==> config.mk <==
export PLATFORM = sky130hd
export DESIGN_NAME = bcd_timekeeper
export DESIGN_NICKNAME = d
export VERILOG_FILES = /design/src/rtl/bcd_tk_pkg.sv /design/src/rtl/bcd_tk_prescaler.sv /design/src/rtl/bcd_tk_field.sv /design/src/rtl/bcd_tk_calendar.sv /design/src/rtl/bcd_timekeeper.sv
export SDC_FILE = /design/constraint.sdc
export NUM_CORES = 1
export LEC_CHECK = 0
export ABC_CLOCK_PERIOD_IN_PS = 7910
export BUFFER_PORTS_ARGS = -buffer_cell sky130_fd_sc_hd__buf_2
export CAP_MARGIN = 25
export CORE_ASPECT_RATIO = 1.5
export CORE_MARGIN = 1.5
export CORE_UTILIZATION = 50
export CTS_BUF_LIST = sky130_fd_sc_hd__clkbuf_16
export DETAILED_ROUTE_END_ITERATION = 6
export PLACE_DENSITY = 0.75
export RECOVER_POWER = 50
export SYNTH_ARGS = -nofsm -noshare
export SYNTH_HDL_FRONTEND = slang
export SYNTH_HIERARCHICAL = 1
export SYNTH_SLANG_ARGS = --single-unit
==> constraint.sdc <==
create_clock -name clk -period 7.91 [get_ports clk]
set_input_delay 1.1865 -clock clk [delete_from_list [all_inputs] [get_ports clk]]
set_output_delay 1.1865 -clock clk [all_outputs]
set_load 0.03 [all_outputs]
==> src/rtl/bcd_tk_pkg.sv <==
package bcd_tk_pkg;
  typedef enum logic [2:0] {
    OFS_SEC   = 3'd0,
    OFS_MIN   = 3'd1,
    OFS_HOUR  = 3'd2,
    OFS_WDAY  = 3'd3,
    OFS_DATE  = 3'd4,
    OFS_MONTH = 3'd5,
    OFS_YEAR  = 3'd6,
    OFS_CTRL  = 3'd7
  } tk_ofs_e;

  localparam int unsigned TOD_FIELDS = 3;

  // Add one to a packed BCD byte (low digit wraps into the high digit).
  function automatic logic [7:0] bcd_inc(input logic [7:0] v);
    logic [7:0] r;
    if (v[3:0] >= 4'd9) r = {v[7:4] + 4'd1, 4'd0};
    else                r = {v[7:4], v[3:0] + 4'd1};
    return r;
  endfunction

  // Decimal year divisible by four: (10*hi + lo) mod 4 == (2*hi + lo) mod 4.
  function automatic logic leap_year(input logic [7:0] yr);
    logic [1:0] s;
    s = {yr[4], 1'b0} + yr[1:0];
    return (s == 2'd0);
  endfunction

  // Last date of a month, in BCD.
  function automatic logic [7:0] last_date(input logic [7:0] mon, input logic [7:0] yr);
    logic [7:0] r;
    case (mon)
      8'h02:                      r = leap_year(yr) ? 8'h29 : 8'h28;
      8'h04, 8'h06, 8'h09, 8'h11: r = 8'h30;
      default:                    r = 8'h31;
    endcase
    return r;
  endfunction

  // Bits each byte keeps on a write.
  function automatic logic [7:0] keep_mask(input logic [2:0] ofs);
    logic [7:0] m;
    case (ofs)
      OFS_SEC, OFS_MIN: m = 8'h7F;
      OFS_HOUR:         m = 8'h3F;
      OFS_WDAY:         m = 8'h07;
      OFS_DATE:         m = 8'h3F;
      OFS_MONTH:        m = 8'h1F;
      OFS_YEAR:         m = 8'hFF;
      default:          m = 8'h80;
    endcase
    return m;
  endfunction
endpackage

==> src/rtl/bcd_tk_prescaler.sv <==
module bcd_tk_prescaler #(
  parameter int unsigned DIV = 32768,
  localparam int unsigned CW = (DIV > 1) ? $clog2(DIV) : 1
) (
  input  logic clk,
  input  logic rst_n,
  input  logic en_i,
  input  logic clr_i,
  input  logic stop_i,
  output logic tick_o
);
  localparam logic [CW-1:0] LAST = CW'(DIV - 1);

  logic [CW-1:0] cnt_q;

  assign tick_o = en_i && !stop_i && !clr_i && (cnt_q == LAST);

  always_ff @(posedge clk or negedge rst_n) begin
    if (!rst_n)                cnt_q <= '0;
    else if (clr_i)            cnt_q <= '0;
    else if (en_i && !stop_i)  cnt_q <= (cnt_q == LAST) ? '0 : cnt_q + 1'b1;
  end


  clr_zero_chk: assert property (@(posedge clk) disable iff (!rst_n)
    clr_i |=> cnt_q == '0);


  stop_freeze_chk: assert property (@(posedge clk) disable iff (!rst_n)
    (stop_i && !clr_i) |=> $stable(cnt_q));


  tick_restart_chk: assert property (@(posedge clk) disable iff (!rst_n)
    tick_o |=> cnt_q == '0);
endmodule

==> src/rtl/bcd_tk_field.sv <==
module bcd_tk_field #(
  parameter logic [7:0] MIN_V = 8'h00,
  parameter logic [7:0] RST_V = 8'h00
) (
  input  logic       clk,
  input  logic       rst_n,
  input  logic       load_i,
  input  logic [7:0] load_val_i,
  input  logic       adv_i,
  input  logic [7:0] max_i,
  output logic [7:0] val_o,
  output logic       wrap_o
);
  import bcd_tk_pkg::*;

  logic [7:0] val_q;

  assign val_o  = val_q;
  assign wrap_o = adv_i && !load_i && (val_q == max_i);

  always_ff @(posedge clk or negedge rst_n) begin
    if (!rst_n)      val_q <= RST_V;
    else if (load_i) val_q <= load_val_i;
    else if (adv_i)  val_q <= (val_q == max_i) ? MIN_V : bcd_inc(val_q);
  end


  field_wrap_chk: assert property (@(posedge clk) disable iff (!rst_n)
    (adv_i && !load_i && val_q == max_i) |=> val_q == MIN_V);


  field_hold_chk: assert property (@(posedge clk) disable iff (!rst_n)
    (!adv_i && !load_i) |=> $stable(val_q));
endmodule

==> src/rtl/bcd_tk_calendar.sv <==
module bcd_tk_calendar (
  input  logic       clk,
  input  logic       rst_n,
  input  logic       adv_i,
  input  logic       ld_wday_i,
  input  logic       ld_date_i,
  input  logic       ld_month_i,
  input  logic       ld_year_i,
  input  logic       ld_cent_i,
  input  logic       cent_val_i,
  input  logic [7:0] ld_val_i,
  output logic [7:0] wday_o,
  output logic [7:0] date_o,
  output logic [7:0] month_o,
  output logic [7:0] year_o,
  output logic       cent_o
);
  import bcd_tk_pkg::*;

  logic       wday_wrap, date_wrap, month_wrap, year_wrap;
  logic [7:0] date_max;
  logic       cent_q;

  assign date_max = last_date(month_o, year_o);
  assign cent_o   = cent_q;

  bcd_tk_field #(.MIN_V(8'h01), .RST_V(8'h01)) u_wday (
    .clk(clk), .rst_n(rst_n), .load_i(ld_wday_i), .load_val_i(ld_val_i),
    .adv_i(adv_i), .max_i(8'h07), .val_o(wday_o), .wrap_o(wday_wrap));

  bcd_tk_field #(.MIN_V(8'h01), .RST_V(8'h01)) u_date (
    .clk(clk), .rst_n(rst_n), .load_i(ld_date_i), .load_val_i(ld_val_i),
    .adv_i(adv_i), .max_i(date_max), .val_o(date_o), .wrap_o(date_wrap));

  bcd_tk_field #(.MIN_V(8'h01), .RST_V(8'h01)) u_month (
    .clk(clk), .rst_n(rst_n), .load_i(ld_month_i), .load_val_i(ld_val_i),
    .adv_i(date_wrap), .max_i(8'h12), .val_o(month_o), .wrap_o(month_wrap));

  bcd_tk_field #(.MIN_V(8'h00), .RST_V(8'h00)) u_year (
    .clk(clk), .rst_n(rst_n), .load_i(ld_year_i), .load_val_i(ld_val_i),
    .adv_i(month_wrap), .max_i(8'h99), .val_o(year_o), .wrap_o(year_wrap));

  always_ff @(posedge clk or negedge rst_n) begin
    if (!rst_n)         cent_q <= 1'b0;
    else if (ld_cent_i) cent_q <= cent_val_i;
    else if (year_wrap) cent_q <= ~cent_q;
  end


  cent_flip_chk: assert property (@(posedge clk) disable iff (!rst_n)
    (year_wrap && !ld_cent_i) |=> (cent_q != $past(cent_q)) && (year_o == 8'h00));


  month_step_chk: assert property (@(posedge clk) disable iff (!rst_n)
    (date_wrap && !ld_month_i) |=> (date_o == 8'h01) && (month_o != $past(month_o)));


  wday_wrap_chk: assert property (@(posedge clk) disable iff (!rst_n)
    (wday_wrap && !ld_wday_i) |=> wday_o == 8'h01);
endmodule

==> src/rtl/bcd_timekeeper.sv <==
module bcd_timekeeper #(
  parameter int unsigned PRESCALE = 32768
) (
  input  logic       clk,
  input  logic       rst_n,
  input  logic       osc_en,
  input  logic       wr_en,
  input  logic [2:0] wr_addr,
  input  logic [7:0] wr_data,
  input  logic [2:0] rd_addr,
  output logic [7:0] rd_data,
  output logic       tick_1hz
);
  import bcd_tk_pkg::*;

  localparam logic [7:0] TOD_MAX [TOD_FIELDS] = '{8'h59, 8'h59, 8'h23};

  logic       stop_q;
  logic       sec_clr;
  logic       tick;
  logic [7:0] wr_kept;
  logic [7:0] tod_val [TOD_FIELDS];
  logic       tod_adv [TOD_FIELDS+1];
  logic [7:0] wday, date, month, year;
  logic       cent;

  assign wr_kept  = wr_data & keep_mask(wr_addr);
  assign sec_clr  = wr_en && (wr_addr == OFS_SEC);
  assign tick_1hz = tick;
  // A write cycle takes precedence over a coinciding tick.
  assign tod_adv[0] = tick && !wr_en;

  bcd_tk_prescaler #(.DIV(PRESCALE)) u_presc (
    .clk(clk), .rst_n(rst_n), .en_i(osc_en), .clr_i(sec_clr),
    .stop_i(stop_q), .tick_o(tick));

  for (genvar g = 0; g < TOD_FIELDS; g++) begin : g_tod
    logic ld;
    assign ld = wr_en && (wr_addr == 3'(g));
    bcd_tk_field #(.MIN_V(8'h00), .RST_V(8'h00)) u_fld (
      .clk(clk), .rst_n(rst_n), .load_i(ld), .load_val_i(wr_kept),
      .adv_i(tod_adv[g]), .max_i(TOD_MAX[g]), .val_o(tod_val[g]),
      .wrap_o(tod_adv[g+1]));
  end

  bcd_tk_calendar u_cal (
    .clk(clk), .rst_n(rst_n), .adv_i(tod_adv[TOD_FIELDS]),
    .ld_wday_i (wr_en && (wr_addr == OFS_WDAY)),
    .ld_date_i (wr_en && (wr_addr == OFS_DATE)),
    .ld_month_i(wr_en && (wr_addr == OFS_MONTH)),
    .ld_year_i (wr_en && (wr_addr == OFS_YEAR)),
    .ld_cent_i (wr_en && (wr_addr == OFS_HOUR)),
    .cent_val_i(wr_data[7]), .ld_val_i(wr_kept),
    .wday_o(wday), .date_o(date), .month_o(month), .year_o(year), .cent_o(cent));

  always_ff @(posedge clk or negedge rst_n) begin
    if (!rst_n)                              stop_q <= 1'b0;
    else if (wr_en && wr_addr == OFS_CTRL)   stop_q <= wr_data[7];
  end

  always_comb begin
    case (rd_addr)
      OFS_SEC:   rd_data = tod_val[0];
      OFS_MIN:   rd_data = tod_val[1];
      OFS_HOUR:  rd_data = {cent, 1'b0, tod_val[2][5:0]};
      OFS_WDAY:  rd_data = wday;
      OFS_DATE:  rd_data = date;
      OFS_MONTH: rd_data = month;
      OFS_YEAR:  rd_data = year;
      default:   rd_data = {stop_q, 7'd0};
    endcase
  end


  stop_no_tick_chk: assert property (@(posedge clk) disable iff (!rst_n)
    stop_q |-> !tick_1hz);


  midnight_chk: assert property (@(posedge clk) disable iff (!rst_n)
    (tod_adv[2] && !wr_en && tod_val[2] == 8'h23) |=> (tod_val[2] == 8'h00) && (date != $past(date)));
endmodule

==> impl_metrics.py <==
metrics = {
    "global_route": {
        "overflow": 0,
        "grt_pass1_wl_um": 28400,
        "grt_pass1_vias": 5630,
        "grt_use_total": 0.270,
        "grt_max_degree": 74,
        "antenna_found_initial": 0,
    },
    "sta": {
        "fin_tns_setup_ps": 0,
        "fmax_ghz": 0.148,
        "finalSetupViolations": 0,
        "fin_crit_sh": 0.856,
        "maxSlewHeadroom": -1.31,
        "hold-worst-slack_ps": 523,
        "rsz0062_at_grt": "false",
        "worst_pin_slew_ps": 3470,
        "finClkSkew_ps": 13.3,
        "fin_crit_ps": 6770,
        "final-max-slew-violation-count": 64,
        "hold_viol": 0,
    },
    "final_layout": {
        "final_common_cell": "dfrtp_1",
        "drive_gt1_frac": 0.130,
        "design_area_sq_um": 7160,
        "final_nets": 865,
        "num_antenna_cells": 0,
        "mostFrequentLayoutCells": "dfrtp_1 (70), nand2_1 (54), conb_1 (53)",
        "stdcell_count": 979,
        "syn_to_final_growth_pct": 10.1,
    },
    "critical_path": {
        "path_class": "in -> reg",
        "arrival_ps": 7030,
        "r2r_setup_slack_ps": 2200,
        "cp.required_ps": 8170,
        "critPathMaxFanout": 27,
        "end_kind": "flop",
        "start_kind": "input pin",
    },
    "logic_synthesis": {
        "avgSynthCellArea_sq_um": 8.65,
        "yosysWarnings": 6,
        "netlist_instances": 751,
        "synth_area_sq_um": 6500,
    },
    "clock_network": {
        "clkSlewWorstSetupHoldPaths_ps": 70,
        "root_buffer": "clkbuf_16",
        "h-tree-depth": 3,
        "hold_buffers": 0,
        "numCtsBuffers": 9,
        "cts_resized": 0,
        "clockBufferDepth": 2,
        "clkLatencyLatePin_ps": 340,
        "cts_tree": "built",
        "clock-sinks": 73,
        "post-cts-setup-buffers": 0,
    },
    "power_and_ir_drop": {
        "vdd_ir_drop_max_mv": 0.101,
        "p_leak_uw": 0.00281,
        "power_density_nw_per_um2": 243,
    },
    "job": {
        "maxCapViolCount": 1,
    },
    "die": {
        "die_w_um": 96.1,
        "rows": 50,
        "fp.dieArea_sq_um": 13700,
        "start_util": 0.517,
        "fp.dieH_um": 143,
        "core_area_sq_um": 12600,
        "pin_count": 27,
    },
    "detailed_routing": {
        "post_drt_wl_per_cell_um": 17.8,
        "drcViolationCount": 0,
        "wl_um": 17400,
        "ant_nets": 0,
        "avgViaCountPerCell": 6.08,
        "drt_iter0_drc": 397,
        "dr.pass1.iters": 5,
        "vias": 5949,
    },
    "placed_design": {
        "placed_cells": 962,
        "gp_congestion": 0.908,
        "port_buffers": 26,
        "hpwl_um": 12700,
        "placed_cell_area_sq_um": 6890,
    },
    "hold_path": {
        "hp-class": "reg -> reg",
    },
    "outcome": {
        "violations": "max-capacitance violations, max-slew violations",
        "outcome": "complete, but fails checks",
    },
}
==> routing by layer <==
layer	track usage	vias up	part of all wire
met2	0.463	184	0.50
met5	0	-	0
met1	0.320	2822	0.40
met4	0.148	0	0.052
met3	0.0341	53	0.048
li1	-	2890	-
==> stage by stage <==
stage / setup slack, ps / total power [uW] / util
after detailed placement: 1360 / 1340 / 0.548
final: 1140 / 1740 / 0.569
after global placement: 1530 / 1330 / 0.548
after CTS: 1670 / 1740 / 0.570
after global routing: 589 / 1860 / 0.569
after floorplan: 2490 / 1160 / -
==> area by class of cell <==
| class | instances | area [sq um] |
|---|---|---|
| clock buffer | 9 | 225 |
| multi-input combinational | 655 | 4490 |
| tap | 156 | 195 |
| sequential | 73 | 1830 |
| inverter | 43 | 161 |
| fill | 1176 | 5420 |
| clock inverter | 7 | 53.8 |
| timing repair buffer | 36 | 195 |
==> power breakdown <==
group          internal, uW  switching (uW)
Clock                   214             174
Combinational           323             345
Sequential              468             212
==> worst paths after layout <==
path,from,cells after the start,to
worst max-delay path,wr_addr[2],24,u_cal/u_year/val_o[3]
worst min-delay path,u_presc/cnt_q[7],1,u_presc/cnt_q[7]
worst max register to register,stop_q,21,u_cal/u_year/val_o[3]
worst min register to register,u_presc/cnt_q[7],1,u_presc/cnt_q[7]
max in group asynchronous,rst_n,2,g_tod[2].u_fld/val_o[7]
min in group asynchronous,rst_n,1,u_cal/u_wday/val_o[7]
==> critical path: stages <==
cell	delay, ps
buf_2	120
nand2b_1	180
nor3_1	60
clkbuf_1	470
nor2_1	550
and2_1	210
nor2b_1	140
buf_4	180
nand2_1	90
nor3_1	160
buf_4	210
nand2_1	90
nor3_1	150
buf_4	210
nand2_1	90
nor3_1	650
inv_1	380
nor3_1	470
inv_1	280
nor3_1	230
buf_4	200
nand2_1	100
or4_1	480
o211ai_1	110
==> registers in the layout, indices dropped and copies added (netlist names) <==
register             flops
stop_q                   1
u_cal/u_wday/val_o       8
g_tod.u_fld/val_o       24
u_presc/cnt_q           15
u_cal/cent_o             1
u_cal/u_year/val_o       8
u_cal/u_date/val_o       8
u_cal/u_month/val_o      8
No activity file was read; power rests on OpenSTA's default activity.
